==> src/rtl/scan_freq_pkg.sv <==
// Shared encodings for the scan frequency mode controller.
// Assumes domain index 0 is the fastest domain and higher indices are slower.
package scan_freq_pkg;
    typedef enum logic [1:0] {
        SRC_FUNC    = 2'b00,
        SRC_ATSPEED = 2'b01,
        SRC_TESTER  = 2'b10
    } clk_src_e;

    localparam int PLL_CODE_FUNC = 0;
endpackage

==> src/rtl/scan_mode_capture.sv <==
// Captures the mode pins on entry to test mode and holds them for the whole
// pattern set. Assumes test enable is quasi-static relative to clk.
module scan_mode_capture #(
    parameter int MODE_W = 2
) (
    input  logic              clk,
    input  logic              rst_n,
    input  logic              test_en_i,
    input  logic [MODE_W-1:0] mode_pins_i,
    output logic              active_o,
    output logic [MODE_W-1:0] mode_o
);
    // Purpose: load the code once on entry, clear it on exit.
    always_ff @(posedge clk) begin
        if (!rst_n) begin
            active_o <= 1'b0;
            mode_o   <= '0;
        end else if (!test_en_i) begin
            active_o <= 1'b0;
            mode_o   <= '0;
        end else if (!active_o) begin
            active_o <= 1'b1;
            mode_o   <= mode_pins_i;
        end
    end
endmodule

==> src/rtl/domain_sel_decode.sv <==
// Turns the held mode into per-domain clock source selects and divider
// bypass bits. Assumes domains are ordered fastest first, so mode m puts
// domains 0..m on the at-speed clock.
module domain_sel_decode
    import scan_freq_pkg::*;
#(
    parameter int NUM_DOMAINS = 4,
    parameter int MODE_W      = 2
) (
    input  logic                     active_i,
    input  logic [MODE_W-1:0]        mode_i,
    output logic [2*NUM_DOMAINS-1:0] sel_o,
    output logic [NUM_DOMAINS-1:0]   bypass_o
);
    for (genvar d = 0; d < NUM_DOMAINS; d++) begin : g_dom
        localparam logic [MODE_W-1:0] D_IDX = MODE_W'(d);
        clk_src_e src;

        // Purpose: pick this domain's clock source from the nesting rule.
        always_comb begin
            if (!active_i)
                src = SRC_FUNC;
            else if (mode_i >= D_IDX)
                src = SRC_ATSPEED;
            else
                src = SRC_TESTER;
        end

        assign sel_o[2*d +: 2] = src;
        assign bypass_o[d]     = active_i;
    end
endmodule

==> src/rtl/pll_sel_decode.sv <==
// Maps the held mode to a PLL frequency code: 0 is the functional rate and
// mode m uses code m+1, one step slower per added domain.
module pll_sel_decode
    import scan_freq_pkg::*;
#(
    parameter int MODE_W = 2,
    parameter int PLL_W  = 3
) (
    input  logic              active_i,
    input  logic [MODE_W-1:0] mode_i,
    output logic [PLL_W-1:0]  code_o
);
    // Purpose: choose the functional or the per-mode test rate code.
    always_comb begin
        if (active_i)
            code_o = PLL_W'(mode_i) + PLL_W'(1);
        else
            code_o = PLL_W'(PLL_CODE_FUNC);
    end
endmodule

==> src/rtl/scan_freq_ctrl.sv <==
// Top of the scan frequency mode controller. Captures the mode, decodes the
// PLL code and the per-domain controls, and registers every output so that
// the clock mux selects come straight from flops.
module scan_freq_ctrl #(
    parameter  int NUM_DOMAINS = 4,
    localparam int MODE_W      = $clog2(NUM_DOMAINS),
    localparam int PLL_W       = $clog2(NUM_DOMAINS + 1)
) (
    input  logic                     clk,
    input  logic                     rst_n,
    input  logic                     test_en_i,
    input  logic [MODE_W-1:0]        mode_pins_i,
    output logic [PLL_W-1:0]         pll_sel_o,
    output logic [NUM_DOMAINS-1:0]   div_bypass_o,
    output logic [2*NUM_DOMAINS-1:0] clk_sel_o,
    output logic                     test_active_o,
    output logic [MODE_W-1:0]        mode_o
);
    logic                     active_q;
    logic [MODE_W-1:0]        mode_q;
    logic [2*NUM_DOMAINS-1:0] sel_d;
    logic [NUM_DOMAINS-1:0]   bypass_d;
    logic [PLL_W-1:0]         pll_d;

    scan_mode_capture #(.MODE_W(MODE_W)) cap_i (
        .clk         (clk),
        .rst_n       (rst_n),
        .test_en_i   (test_en_i),
        .mode_pins_i (mode_pins_i),
        .active_o    (active_q),
        .mode_o      (mode_q)
    );

    domain_sel_decode #(.NUM_DOMAINS(NUM_DOMAINS), .MODE_W(MODE_W)) dom_i (
        .active_i (active_q),
        .mode_i   (mode_q),
        .sel_o    (sel_d),
        .bypass_o (bypass_d)
    );

    pll_sel_decode #(.MODE_W(MODE_W), .PLL_W(PLL_W)) pll_i (
        .active_i (active_q),
        .mode_i   (mode_q),
        .code_o   (pll_d)
    );

    // Purpose: glitch-free registered drive of all clock controls.
    always_ff @(posedge clk) begin
        if (!rst_n) begin
            pll_sel_o     <= '0;
            div_bypass_o  <= '0;
            clk_sel_o     <= '0;
            test_active_o <= 1'b0;
            mode_o        <= '0;
        end else begin
            pll_sel_o     <= pll_d;
            div_bypass_o  <= bypass_d;
            clk_sel_o     <= sel_d;
            test_active_o <= active_q;
            mode_o        <= mode_q;
        end
    end
endmodule

==> config.mk <==
export PLATFORM = sky130hd
export DESIGN_NAME = scan_freq_ctrl
export DESIGN_NICKNAME = d
export VERILOG_FILES = /design/src/rtl/scan_freq_pkg.sv /design/src/rtl/scan_mode_capture.sv /design/src/rtl/domain_sel_decode.sv /design/src/rtl/pll_sel_decode.sv /design/src/rtl/scan_freq_ctrl.sv
export SDC_FILE = /design/constraint.sdc
export NUM_CORES = 1
export LEC_CHECK = 0
export ABC_AREA = 1
export BUFFER_PORTS_ARGS = -buffer_cell sky130_fd_sc_hd__buf_2
export CAP_MARGIN = 40
export CORE_AREA = 2 2 39 41
export CTS_CLUSTER_DIAMETER = 40
export DETAILED_ROUTE_END_ITERATION = 10
export DIE_AREA = 0 0 41 43
export GPL_TIMING_DRIVEN = 1
export PLACE_DENSITY = 0.71
export SYNTH_ARGS = -nofsm -noshare
export SYNTH_HDL_FRONTEND = slang
export SYNTH_SLANG_ARGS = --single-unit
==> constraint.sdc <==
create_clock -name clk -period 1.6 [get_ports clk]
set_input_delay 0.16 -clock clk [delete_from_list [all_inputs] [get_ports clk]]
set_output_delay 0.16 -clock clk [all_outputs]
set_load 0.02 [all_outputs]
# Word-level counts from Yosys, hierarchy flattened
# Cells that the tools add are included.
# word_totals
regBits,18
in_bits,5
output_inout_bits,18
elab_cells,19
# op_classes
addsub,1
order_cmp,4
n_mux,5
reduce_logical,2
# ops
cell,count
two-way mux 2 bit,4
"greater-or-equal comparator 2 x 1 -> 1 bit, second input constant",2
"greater-or-equal comparator 2 bit, second input constant",2
AND reduction 2 bit,2
"adder 2 x 1 -> 3 bit, second input constant",1
two-way mux 1 bit,1

# Longest topological paths before layout
# Gate-level depths: netlist (run 1).
# depth
ltp_word,2
ltp_mapped,4
mapped_depth_nobuf,4

# Cells and area by module
# A second synthesis (run 1) with hierarchy kept.
# hier_totals
hier_cells,97
area_unflattened_um2,772.0
# modules_own_cells
module,n_inst,cells_per_inst,area_per_inst_um2,seq_area_each_um2
scan_freq_ctrl,1,56,529.3,360.3
scan_mode_capture,1,15,111.4,60.1
domain_sel_decode,1,19,93.8,0.0
pll_sel_decode,1,7,37.5,0.0

# Least setup slack after synthesis (run 1)
# OpenSTA, ideal clock, no wires.
# synth_timing
kind,register to register
from,register cap_i.mode_o[1]
to,register pll_sel_o[1]
setup_time_ps,117
arrival_time_ps,843
required_time_ps,1483
path_slack_ps,640
path_stages_with_launch,5
path_buffers,0
period_less_slack_ps,960
cell_sequence,dfxtp_1 -> inv_1 -> ha_1 -> inv_1 -> nor2_1
# synth_between
elab_chain_len,1
# synth_rtl
item,line,source
"start, declared",scan_mode_capture.sv:11,output logic [MODE_W-1:0] mode_o
"start signal, assigned",scan_mode_capture.sv:23,mode_o <= mode_pins_i;
adder 2 x 1 -> 3 bit,pll_sel_decode.sv:16,code_o = PLL_W'(mode_i) + PLL_W'(1);
"end signal, assigned",scan_freq_ctrl.sv:56,pll_sel_o <= pll_d;
"end, declared",scan_freq_ctrl.sv:13,"output logic [PLL_W-1:0] pll_sel_o,"
# Every way passes these cells.
# A chain may end at the register's enable or synchronous reset.

# Worst setup path after layout (run 1)
# Same ends and word-level chain as after synthesis.

==> results of run 1 <==
==> layout make-up <==
class	count	area share
sequential	15	0.4669
multi-input combinational	27	0.2393
timing repair buffer	21	0.1634
inverter	10	0.05837
clock buffer	4	0.04086
tap	16	0.03113
==> power by group through the flow <==
stage | combinational [mW] | clock, mW | sequential (mW)
after floorplan | 0.0352 | 0 | 0.414
after global routing | 0.0705 | 0.225 | 0.396
after global placement | 0.0614 | 0 | 0.403
after detailed placement | 0.0627 | 0 | 0.403
final | 0.0616 | 0.205 | 0.394
after CTS | 0.0628 | 0.208 | 0.394
==> logic make-up (layout without fill, tap and decap cells) <==
kind of cell / count (synthesis) / count (layout) / synth area share
fa+ha+maj: 5 / 5 / 0.1166
buf+inv: 16 / 35 / 0.1538
simple gates: 21 / 21 / 0.1632
other cells: 1 / 1 / 0.006986
flops: 15 / 15 / 0.5594
==> sequential cells by signal (all words and copies together), names as in the netlist <==
| name | count |
|---|---|
| cap_i.active_o | 1 |
| cap_i.mode_o | 2 |
| clk_sel_o | 7 |
| mode_o | 2 |
| pll_sel_o | 2 |
| test_active_o | 1 |
==> worst max path at each step <==
stage | startpoint | end | cells after the start
final | cap_i.mode_o[1] | pll_sel_o[1] | 4
after floorplan | cap_i.mode_o[1] | pll_sel_o[1] | 4
after detailed placement | cap_i.mode_o[1] | pll_sel_o[1] | 4
after global placement | cap_i.mode_o[1] | pll_sel_o[1] | 4
after global routing | cap_i.mode_o[1] | pll_sel_o[1] | 4
after CTS | cap_i.mode_o[1] | pll_sel_o[1] | 4
==> cell usage in the layout, fill, tap and decap left out, types with 3 or more instances in the layout <==
cell,n
nor2_1,12
ha_1,5
clkbuf_4,3
nand2_1,7
buf_2,21
inv_1,9
dfxtp_1,15
==> per-layer routing <==
metal | GRT usage | share of wire | wire [um] | up-vias
met2 | 0.1469 | 0.41 | 297 | 19
met1 | 0.1130 | 0.44 | 316 | 148
met3 | 0.03141 | 0.10 | 75 | 5
met5 | 0 | 0 | 0 | -
li1 | - | - | - | 197
met4 | 0.1000 | 0.038 | 27 | 0
==> worst reg2reg max path, stage by stage, from the launching register on <==
cell and delay, ps:
dfxtp_1 460, inv_1 120, ha_1 290, inv_1 50, nor2_1 30
==> out/results.txt, run 1 <==
The flow ran to the end, and the final reports show no timing, DRC or antenna violations. Kind of end point of the critical path: a register. The floorplan die area is 1763 um^2. The tools report the clock root buffer as clkbuf_4.

The final wirelength came out at 718 um. The number of buffers added on ports was 21; the required arrival time at the worst endpoint was 1770 ps. The maximum fanout count along the critical path is 7. Across the routed clock network, the largest skew measured is 3.864 ps.

The critical path start-end classification is register to register. The tools report the startpoint of the most critical register-to-register path as cap_i.mode_o[1]. For this design the static power due to leakage is 0.3891 nW. The effective utilization at floorplan is 0.3879. The number of buffers and inverters on the critical path is 2.

The portion of total power attributed to sequential cells is 0.596. The final-report max-slew violation count was 0; the overall overflow remaining after global route was 0. At the end of routability-driven placement, the weighted congestion stood at 0.7016. The post-route clock period utilization came out at 0.6565. The via count of the first global-routing pass was 302; the number of antenna violations at the first check in global routing was 0.

Portion of the post-synthesis area used by sequential elements: 0.5594. The tools report the hold violation count in the final report as 0. The number of ports placed on the die boundary was 23; the switching part of the total power was 0.2373. Ranked by total cell area, the synthesized netlist is headed by dfxtp_1 56%, ha_1 12%, buf_4 8.4%.

The tools report the total power consumption of the routed design as 0.6607 mW. The cell taking the most area after synthesis was dfxtp_1. The number of cells on the worst reg-to-reg path is 4. The number of detailed-route iterations in the first pass is 3. dfxtp_1 is the most common cell in the netlist. In this run the power density over the cells is 1027 nW/um^2. Grouping stages by cell kind, the critical path spends the most delay in flip-flops. The placed instance count is 89.

Each instance of the synthesized netlist takes up on average 9.255 um^2. The count of flip-flops with a built-in enable after synthesis is 0. The worst hold slack was 100.6 ps. Fraction of final layout cells sized beyond drive strength 1: 0.3506. After technology mapping, the gate count stands at 58. For the number of post-CTS setup repair buffers, the log shows 0. The run gives 0.1034 as the global routing usage summed across all routing layers. After clock tree synthesis, the clock-pin slew on the worst setup and hold paths is 80 ps. The tools report the post-layout utilization of the core as 0.4647.

The critical path goes through inv_1 -> ha_1 -> inv_1 -> nor2_1. Leaving out filler cells and counting taps, the final layout contains 93. The number of nets in the synthesized netlist is 68.

The pin count of the biggest net entering global routing is 11, and the combinational share of power is 0.093. The max-cap violation count came out at 0. The internal portion of the total power is 0.5039 mW.

The global-route wire length before repair is 1145 um. The clock drives 15 sinks. The HPWL after detailed placement is 567.7 um. Along the worst hold path, the cell count comes to 3. The floorplan has 14 rows. Counting along the longest clock path gives a buffer depth of 2. Measured along the y axis, the die boundary spans 43 um.

In this run the worst hold path is classified as input port to register. The cell area after layout was 643.1 um^2; the post-place setup slack was 549.6 ps. On the critical path, the stage with the largest delay is an instance of dfxtp_1. The smallest clock period supported by the final layout is computed as 1050 ps.

The logs give 0.9521 GHz for the achievable frequency and 0 for the number of failing setup endpoints in the final timing report. The tools report the depth of the CTS H-tree as 1. Buffers inserted during clock tree synthesis total 3. The number of antenna diodes in the final layout is 0.

The yosys synthesis warning count is 0. Ranked by instance count, the synthesized netlist is headed by 15 x dfxtp_1, 12 x nor2_1, 9 x inv_1. The run gives 550 ps as the worst-case register-to-register setup slack.

For the net count reported at finish, the log shows 88. The path with the worst hold slack has its endpoint at cap_i.active_o. The part of the total power dissipated in the clock network is 0.311. Multi-input gate area in the final layout: 153.9 um^2. The most used flip-flop cell after synthesis is dfxtp_1. Detailed routing inserted a total of 369 vias. After filler insertion, the fill cell instance count of the layout stands at 136.

The remaining antenna violation count after routing came out at 0. The tools report the launching element type of the critical path as a register. VDD sags by at most 595.1 uV. The critical path's largest stage delay is 460 ps.

In this run, post-CTS repair resized a total of 0 instances. Data on the critical path arrives at its endpoint at 1220 ps. In this run, synthesis produced a sequential element count of 15. Among the stages of the critical path, the cell type that occurs most often is inv_1. TritonCTS built the clock tree. Once routing completed, OpenROAD measured the worst setup slack at 549.7 ps. The tools report the DRC violation count after routing as 0. The endpoint of the lowest-slack register-to-register path is pll_sel_o[1]. The portion of synthesized cell area occupied by the leading cell type was 0.5594. After floorplanning, the core was sized to cover 1384 um^2. Setup total negative slack: 0 ps. After detailed routing, the average wire length per cell comes to 7.720 um.

The tools report the post-detailed-placement cell area as 616.8 um^2. The relative area change from synthesis to final layout is 19.81%. Setup repair after global routing left no endpoint under its margin. The power dissipated by switching net loads was 0.1568 mW; the number of DRC violations after detailed-routing iteration 0 was 8. The proportion of synthesized flip-flops having asynchronous set or reset is 0, and the number of vias per cell after detailed routing is 3.968. The worst-skew pair later-pin latency is 270 ps. In this run the horizontal extent of the chip is 41 um. In this run the most critical hold path is launched from test_en_i. The number of hold buffers added after CTS was 0. The logs give 300.3 um^2 for the total area of sequential cells and 10 for the number of distinct library cell variants in the gate-level netlist after synthesis. The mapped netlist covers 536.8 um^2.
Note: power is estimated with default switching activity, not from simulation.
==> run 2, diff against run 1 <==
--- a/config.mk
+++ b/config.mk
@@ -8,12 +8,11 @@
 export ABC_AREA = 1
 export BUFFER_PORTS_ARGS = -buffer_cell sky130_fd_sc_hd__buf_2
 export CAP_MARGIN = 40
-export CORE_AREA = 2 2 39 41
+export CORE_UTILIZATION = 39
 export CTS_CLUSTER_DIAMETER = 40
 export DETAILED_ROUTE_END_ITERATION = 10
-export DIE_AREA = 0 0 41 43
 export GPL_TIMING_DRIVEN = 1
-export PLACE_DENSITY = 0.71
+export PLACE_DENSITY = 0.72
 export SYNTH_ARGS = -nofsm -noshare
 export SYNTH_HDL_FRONTEND = slang
 export SYNTH_SLANG_ARGS = --single-unit
==> constraint.sdc (replaced) <==
create_clock -name clk -period 0.85 [get_ports clk]
set_input_delay 0.085 -clock clk [delete_from_list [all_inputs] [get_ports clk]]
set_output_delay 0.085 -clock clk [all_outputs]
set_load 0.02 [all_outputs]
==> run 2 against run 1 <==
  * The flow now finishes with violations (negative setup slack)
  * Global-route usage up 1.7 points
  * Clock power is 89% higher
  * Critical path depth down 3
  * Worst hold slack worse by 78 ps
  * Setup slack got worse by 570 ps
  * First-iteration DRC count shrank 75%
  * Register-to-register slack got worse by 540 ps
  * Non-clock buffer count increased by 3
  * Core utilization grew 12 points
  * Combinational power grew 150%
  * Largest cell class unchanged
  * Largest power group unchanged
==> out/results.txt, run 2 (synthesis results as in run 1) <==
After detailed routing, the average wire length per cell comes to 7.937 um. Max-cap violations in this run came to 0. The achievable frequency is 1.152 GHz, and the required arrival time at the worst endpoint is 760 ps. The effective utilization at floorplan came out at 0.4177. The number of failing setup endpoints in the final timing report came out at 5. The tools report the cell area after layout as 755.7 um^2. The tools report the post-layout utilization of the core as 0.5881.

In this run the deepest clock path goes through 2 buffers. The floorplan step set the die width to 39.10 um. After detailed routing, the number of remaining DRC violations is 0. TritonCTS built the clock tree.

For this design the ratio of total power to cell area is 1698 nW/um^2. Register with the most flip-flops: clk_sel_o. The flow ran to the end, but the final reports show violations. The remaining antenna violation count after routing was 0; the post-route clock period utilization was 1.021.

In this run the count of I/O pins placed on the die edge is 23. The tightest min-delay check is of the input port to register type. Detailed routing placed a total of 346 um of wire on met2. In this run the clock root is driven by a clkbuf_4. VDD sags by at most 798.3 uV.

Top routing layer in use: met4. The post-detailed-placement cell area was 635.6 um^2. Critical path start-end classification: register to primary output. The register with the most flip-flops in the layout has 7 of them.

In this run, the number of DRC markers left after iteration 0 of detailed routing was 2. Detailed routing inserted a total of 380 vias. The run gives 10 ps as the worst-case register-to-register setup slack.

The pin count of the biggest net entering global routing is 11, and the number of buffers and inverters on the critical path is 1. The clock net in this run drives a total of 15 sinks. The setup total negative slack is -88.23 ps. Cell family contributing the most delay on the critical path: flip-flops.

Leaving out fill and tap cells, the most frequent cell in the layout is buf_4. For this run the aggregate overflow at the end of global routing stands at 0. In the final routing, the length of wire on met1 measures 327 um.

The final weighted congestion of routability-driven global placement was 0.6600. The initialized floorplan defines 13 standard-cell rows. Once placement completed, the tool counted placed cells totaling 90. In the layout the commonest cells are 14 x buf_4, 12 x nor2_1, 9 x dfxtp_1, 7 x nand2_1, 6 x inv_1. In this run the standard cell core region covers 1285 um^2. Number of vias per cell after detailed routing: 4.000.

For the via count of the first global-routing pass, the log shows 288. The final-report max-slew violation count is 0, and the depth of the CTS H-tree is 1. For this run, the detailed router's first-pass iteration total came to 3. Traced cell by cell, the critical path runs through buf_4. Slack of the critical path: -18.23 ps. From synthesis to final layout, the design area changed by 40.79%. The checks that failed: negative setup slack. Launching element type of the critical path: a register. Data on the critical path arrives at its endpoint at 780 ps. The number of buffers added by the clock tree synthesis step was 3; the total leakage power was 0.4085 nW. The vertical die dimension came out at 39.10 um. The tools report the final wirelength as 754 um. The worst setup path is captured at a primary output. The global routing usage summed across all routing layers is 0.1202, and the hold violation count in the final report is 0. Across the routed clock network, the largest skew measured is 3.715 ps.

Detailed placement ended at an HPWL of 528.2 um. The library cell contributing the largest single delay on the critical path was dfxtp_4. After the last flow step, the layout net total stands at 91.

The number of antenna violations at the first check in global routing was 0. The fraction of final layout cells sized beyond drive strength 1 came out at 0.5250. The total length of routed met3 wires came out at 58 um. The clock reaches the later pin of the worst-skew pair after 280 ps. The clock transition time at the flip-flop clock pins of the worst setup and hold paths came out at 80 ps. The number of buffers added on ports was 21; the final antenna diode count was 0. Setup repair after global routing could not meet its margin everywhere.

For this run, the number of standard cells in the final layout without fillers is 95. The floorplan step defined a die boundary enclosing 1529 um^2. The largest single stage delay on the critical path is 360 ps. The first global-routing pass estimated 1124 um of wire. The minimum clock period works out to 868.2 ps. The maximum fanout count along the critical path works out to 5.
-- run 2: final timing paths --
| path | cells past startpoint | end | start |
|---|---|---|---|
| hold / removal | 3 | cap_i.mode_o[0] | mode_pins_i[0] |
| setup / recovery | 1 | div_bypass_o[1] | test_active_o |
| hold reg to reg | 2 | mode_o[1] | cap_i.mode_o[1] |
| setup reg to reg | 4 | pll_sel_o[1] | cap_i.mode_o[1] |
-- run 2: area by class of cell --
| class | instances | area, um^2 |
|---|---|---|
| fill | 121 | 529.3 |
| sequential | 15 | 312.8 |
| timing repair buffer | 24 | 186.4 |
| multi-input combinational | 27 | 171.4 |
| inverter | 10 | 40.04 |
| clock buffer | 4 | 26.28 |
| tap | 15 | 18.77 |
-- run 2: routing by layer --
metal  GRT usage  up-vias
met5           0        -
met4      0.1034        0
met3     0.05202        4
met2      0.1750       18
met1      0.1307      155
li1            -      203
-- run 2: power by group --
part	leakage, nW	internal (mW)	switching, mW
logic	0.268	0.0694	0.0848
registers	0.126	0.725	0.0159
clock network	0.0150	0.182	0.206
total	0.409	0.976	0.307
-- run 2: repair_timing --
item	4_1_cts	5_1_grt
setup buffers	1	0
pin swaps	1	1
hold buffers	0	0
endpoints found under the hold margin	0	0
setup endpoints to repair	6	20
gates resized for setup	10	21
-- run 2: metrics by stage --
stage / worst slack, ps / hold WS, ps / power [mW]
finish: -18.23 / 22.47 / 1.283
global route: -54.90 / 19.26 / 1.352
CTS: -23.33 / 18.09 / 1.283
detailed placement: -38.61 / 308.6 / 0.8827
global placement: -4.267 / 302.4 / 0.8788
floorplan: -14.49 / 182.6 / 0.8467
==> run 3, diff against run 2 <==
==> constraint.sdc (replaced) <==
create_clock -name clk -period 0.85 [get_ports clk]
set_input_delay 0.0425 -clock clk [delete_from_list [all_inputs] [get_ports clk]]
set_output_delay 0.0425 -clock clk [all_outputs]
set_load 0.02 [all_outputs]
==> run 3 against run 2 <==
  * The run ends with negative hold slack left
  * Via count is 2.4% higher
  * Fmax is 3.6% higher
  * Cell area shrank 0.50%
  * First-iteration DRC count increased by 50%
  * Global-route usage grew 0.24 points
  * Die area did not move
  * Clock skew grew 1.1 ps
  * Total power is essentially flat
  * Clock power barely moved
  * Critical path depth unchanged
  * Highest routed layer unchanged
==> out/results.txt, run 3 (synthesis results as in run 1) <==
For the global routing usage summed across all routing layers, the log shows 0.1226. The clock transition time at the flip-flop clock pins of the worst setup and hold paths was 80 ps; the overall overflow remaining after global route was 0. The fraction of final layout cells sized beyond drive strength 1 was 0.4699. More flip-flops sit in one register than any other, and that register is clk_sel_o. The largest individual stage delay along the critical path comes from the cell dfxtp_4.

The final-report max-slew violation count is 0, and the hold violation count in the final report is 1. The run gives 13 as the standard-cell row count. The critical path start-end classification was register to primary output. The final reports fail on negative hold slack. Entering global routing, the biggest net connects 11 pins. The number of clock buffers added by TritonCTS is 3. The post-route clock period utilization is 0.9855, and the data arrival at the endpoint of the critical path is 800 ps. The number of ports placed on the die boundary came out at 23. Worst hold-check path type: input port to register. Dividing the detail-routed wire length by the instance count gives 7.898 um. The tools report the final weighted congestion of routability-driven global placement as 0.6600. The worst setup path is launched from a register.

The die outline width was 39.10 um. STA puts the critical path data required time at 810 ps. The first TritonRoute pass finished after 2 iterations. Cell family contributing the most delay on the critical path: flip-flops. The flow ran to the end, but the final reports show violations. The minimum clock period works out to 837.7 ps. The number of placed instances, taps included, is 90. In the layout the commonest cells are 14 x buf_2, 12 x nor2_1, 12 x dfxtp_1, 7 x nand2_1, 7 x buf_4. The logs give 0.1958 for the global routing met2 resource utilization and 0.05202 for the met3 track demand over resource. The run gives 0 as the max-cap violation count. The total area inside the core boundary comes to 1285 um^2. The overall via count from detail_route was 389.

During placement, the flow inserted port buffers numbering 21. The logs give 0 for the DRC violation count after routing and 774 um for the final wirelength. The clock net sink count came out at 15. Total area of sequential cells: 309.0 um^2. The number of vias per cell after detailed routing was 3.969. The signal on the critical path passes through buf_4. At the end of the flow, the number of nets in the layout was 94.

The logs give 0 for the remaining antenna violation count after routing and 0.4183 nW for the total leakage power. For this run, the top clock speed supported by timing is 1.194 GHz. In the final layout, the multi-input gates occupy 171.4 um^2. In this run the power density over the cells is 1708 nW/um^2. The tree is rooted in a clkbuf_4.

The HPWL after detailed placement is 528.2 um. Number of buffers and inverters on the critical path: 1. STA classifies the critical path endpoint as a primary output.

The finished layout holds 98 standard cells, fillers aside. The floorplan die area is 1529 um^2, and the vertical die dimension is 39.10 um. The number of antenna violations at the first check in global routing came out at 0. The library cell used most frequently in the layout, excluding fill and tap cells, is buf_2.

The critical path's largest stage delay was 370 ps. Final antenna diode count: 0. The number of DRC violations after detailed-routing iteration 0 is 3. TritonCTS built the clock tree. Of all nets on the critical path, the largest fanout is 5.

The logs give 280 ps for the worst-skew pair later-pin latency and 303 for the via count of the first global-routing pass. The fraction of met1 tracks used by global routing was 0.1201; the flip-flop count of the largest register after layout was 7. After filler insertion, the fill cell instance count of the layout stands at 115.

The most used routing layer was met2. The worst hold slack came out at -8.019 ps. Setup repair after global routing could not meet its margin everywhere.

Setup total negative slack on the finished layout was measured at 0 ps. The tools report the number of failing setup endpoints in the final timing report as 0. The first global-routing pass estimated 1152 um of wire.

The effective utilization at floorplan was 0.4177; the worst voltage drop across the vdd grid was 754.5 uV. For the depth of the CTS H-tree, the log shows 1. The clock skew came out at 4.792 ps. The maximum clock insertion buffer count was 2.

The relative area change from synthesis to final layout is 40.09%.
-- run 3: repair_timing --
action,4_1_cts,5_1_grt
hold endpoints to repair,4,0
buffers inserted,1,0
pin swaps,0,3
resized for setup,7,10
hold buffers,3,0
endpoints found under the setup margin,6,12
-- run 3: final timing paths --
kind                                 startpoint               to  slack (ps)  cells past startpoint
worst max register to register  cap_i.mode_o[1]     pll_sel_o[1]          10                      4
worst min register to register  cap_i.mode_o[1]        mode_o[1]         490                      2
worst min-delay path             mode_pins_i[1]  cap_i.mode_o[1]          -8                      3
worst max-delay path              test_active_o    test_active_o          10                      1
-- run 3: per-stage QoR --
step | hold slack (ps) | utilization | setup WS [ps] | total power [mW] | cell area (um^2)
5_1_grt | 29.27 | 0.5852 | -28.61 | 1.353 | 752.0
3_5_place_dp | 266.1 | 0.4946 | -38.61 | 0.8827 | 635.6
3_3_place_gp | 259.9 | 0.4946 | -4.267 | 0.8788 | 635.6
2_1_floorplan | 140.1 | - | -14.49 | 0.8467 | 541.8
4_1_cts | 3.899 | 0.5648 | -10.97 | 1.290 | 725.7
6_report | -8.019 | 0.5852 | 12.31 | 1.284 | 752.0
-- run 3: report_power, final --
group	leakage (nW)	internal [mW]	switching (mW)
Clock	0.0150	0.182	0.207
Combinational	0.279	0.0708	0.0862
Sequential	0.124	0.724	0.0149
Total	0.418	0.977	0.308
-- run 3: routing by layer --
layer / share of wire / up-vias
li1: - / 209
met1: 0.42 / 158
met2: 0.47 / 18
met3: 0.078 / 4
met4: 0.027 / 0
met5: 0 / -
-- run 3: cell type report --
type                            instances  share of cell area
Multi-Input combinational cell         27              0.2280
Sequential cell                        15              0.4110
Tap cell                               15             0.02496
Inverter                               10             0.05324
Clock buffer                            4             0.03494
Timing Repair Buffer                   27              0.2479
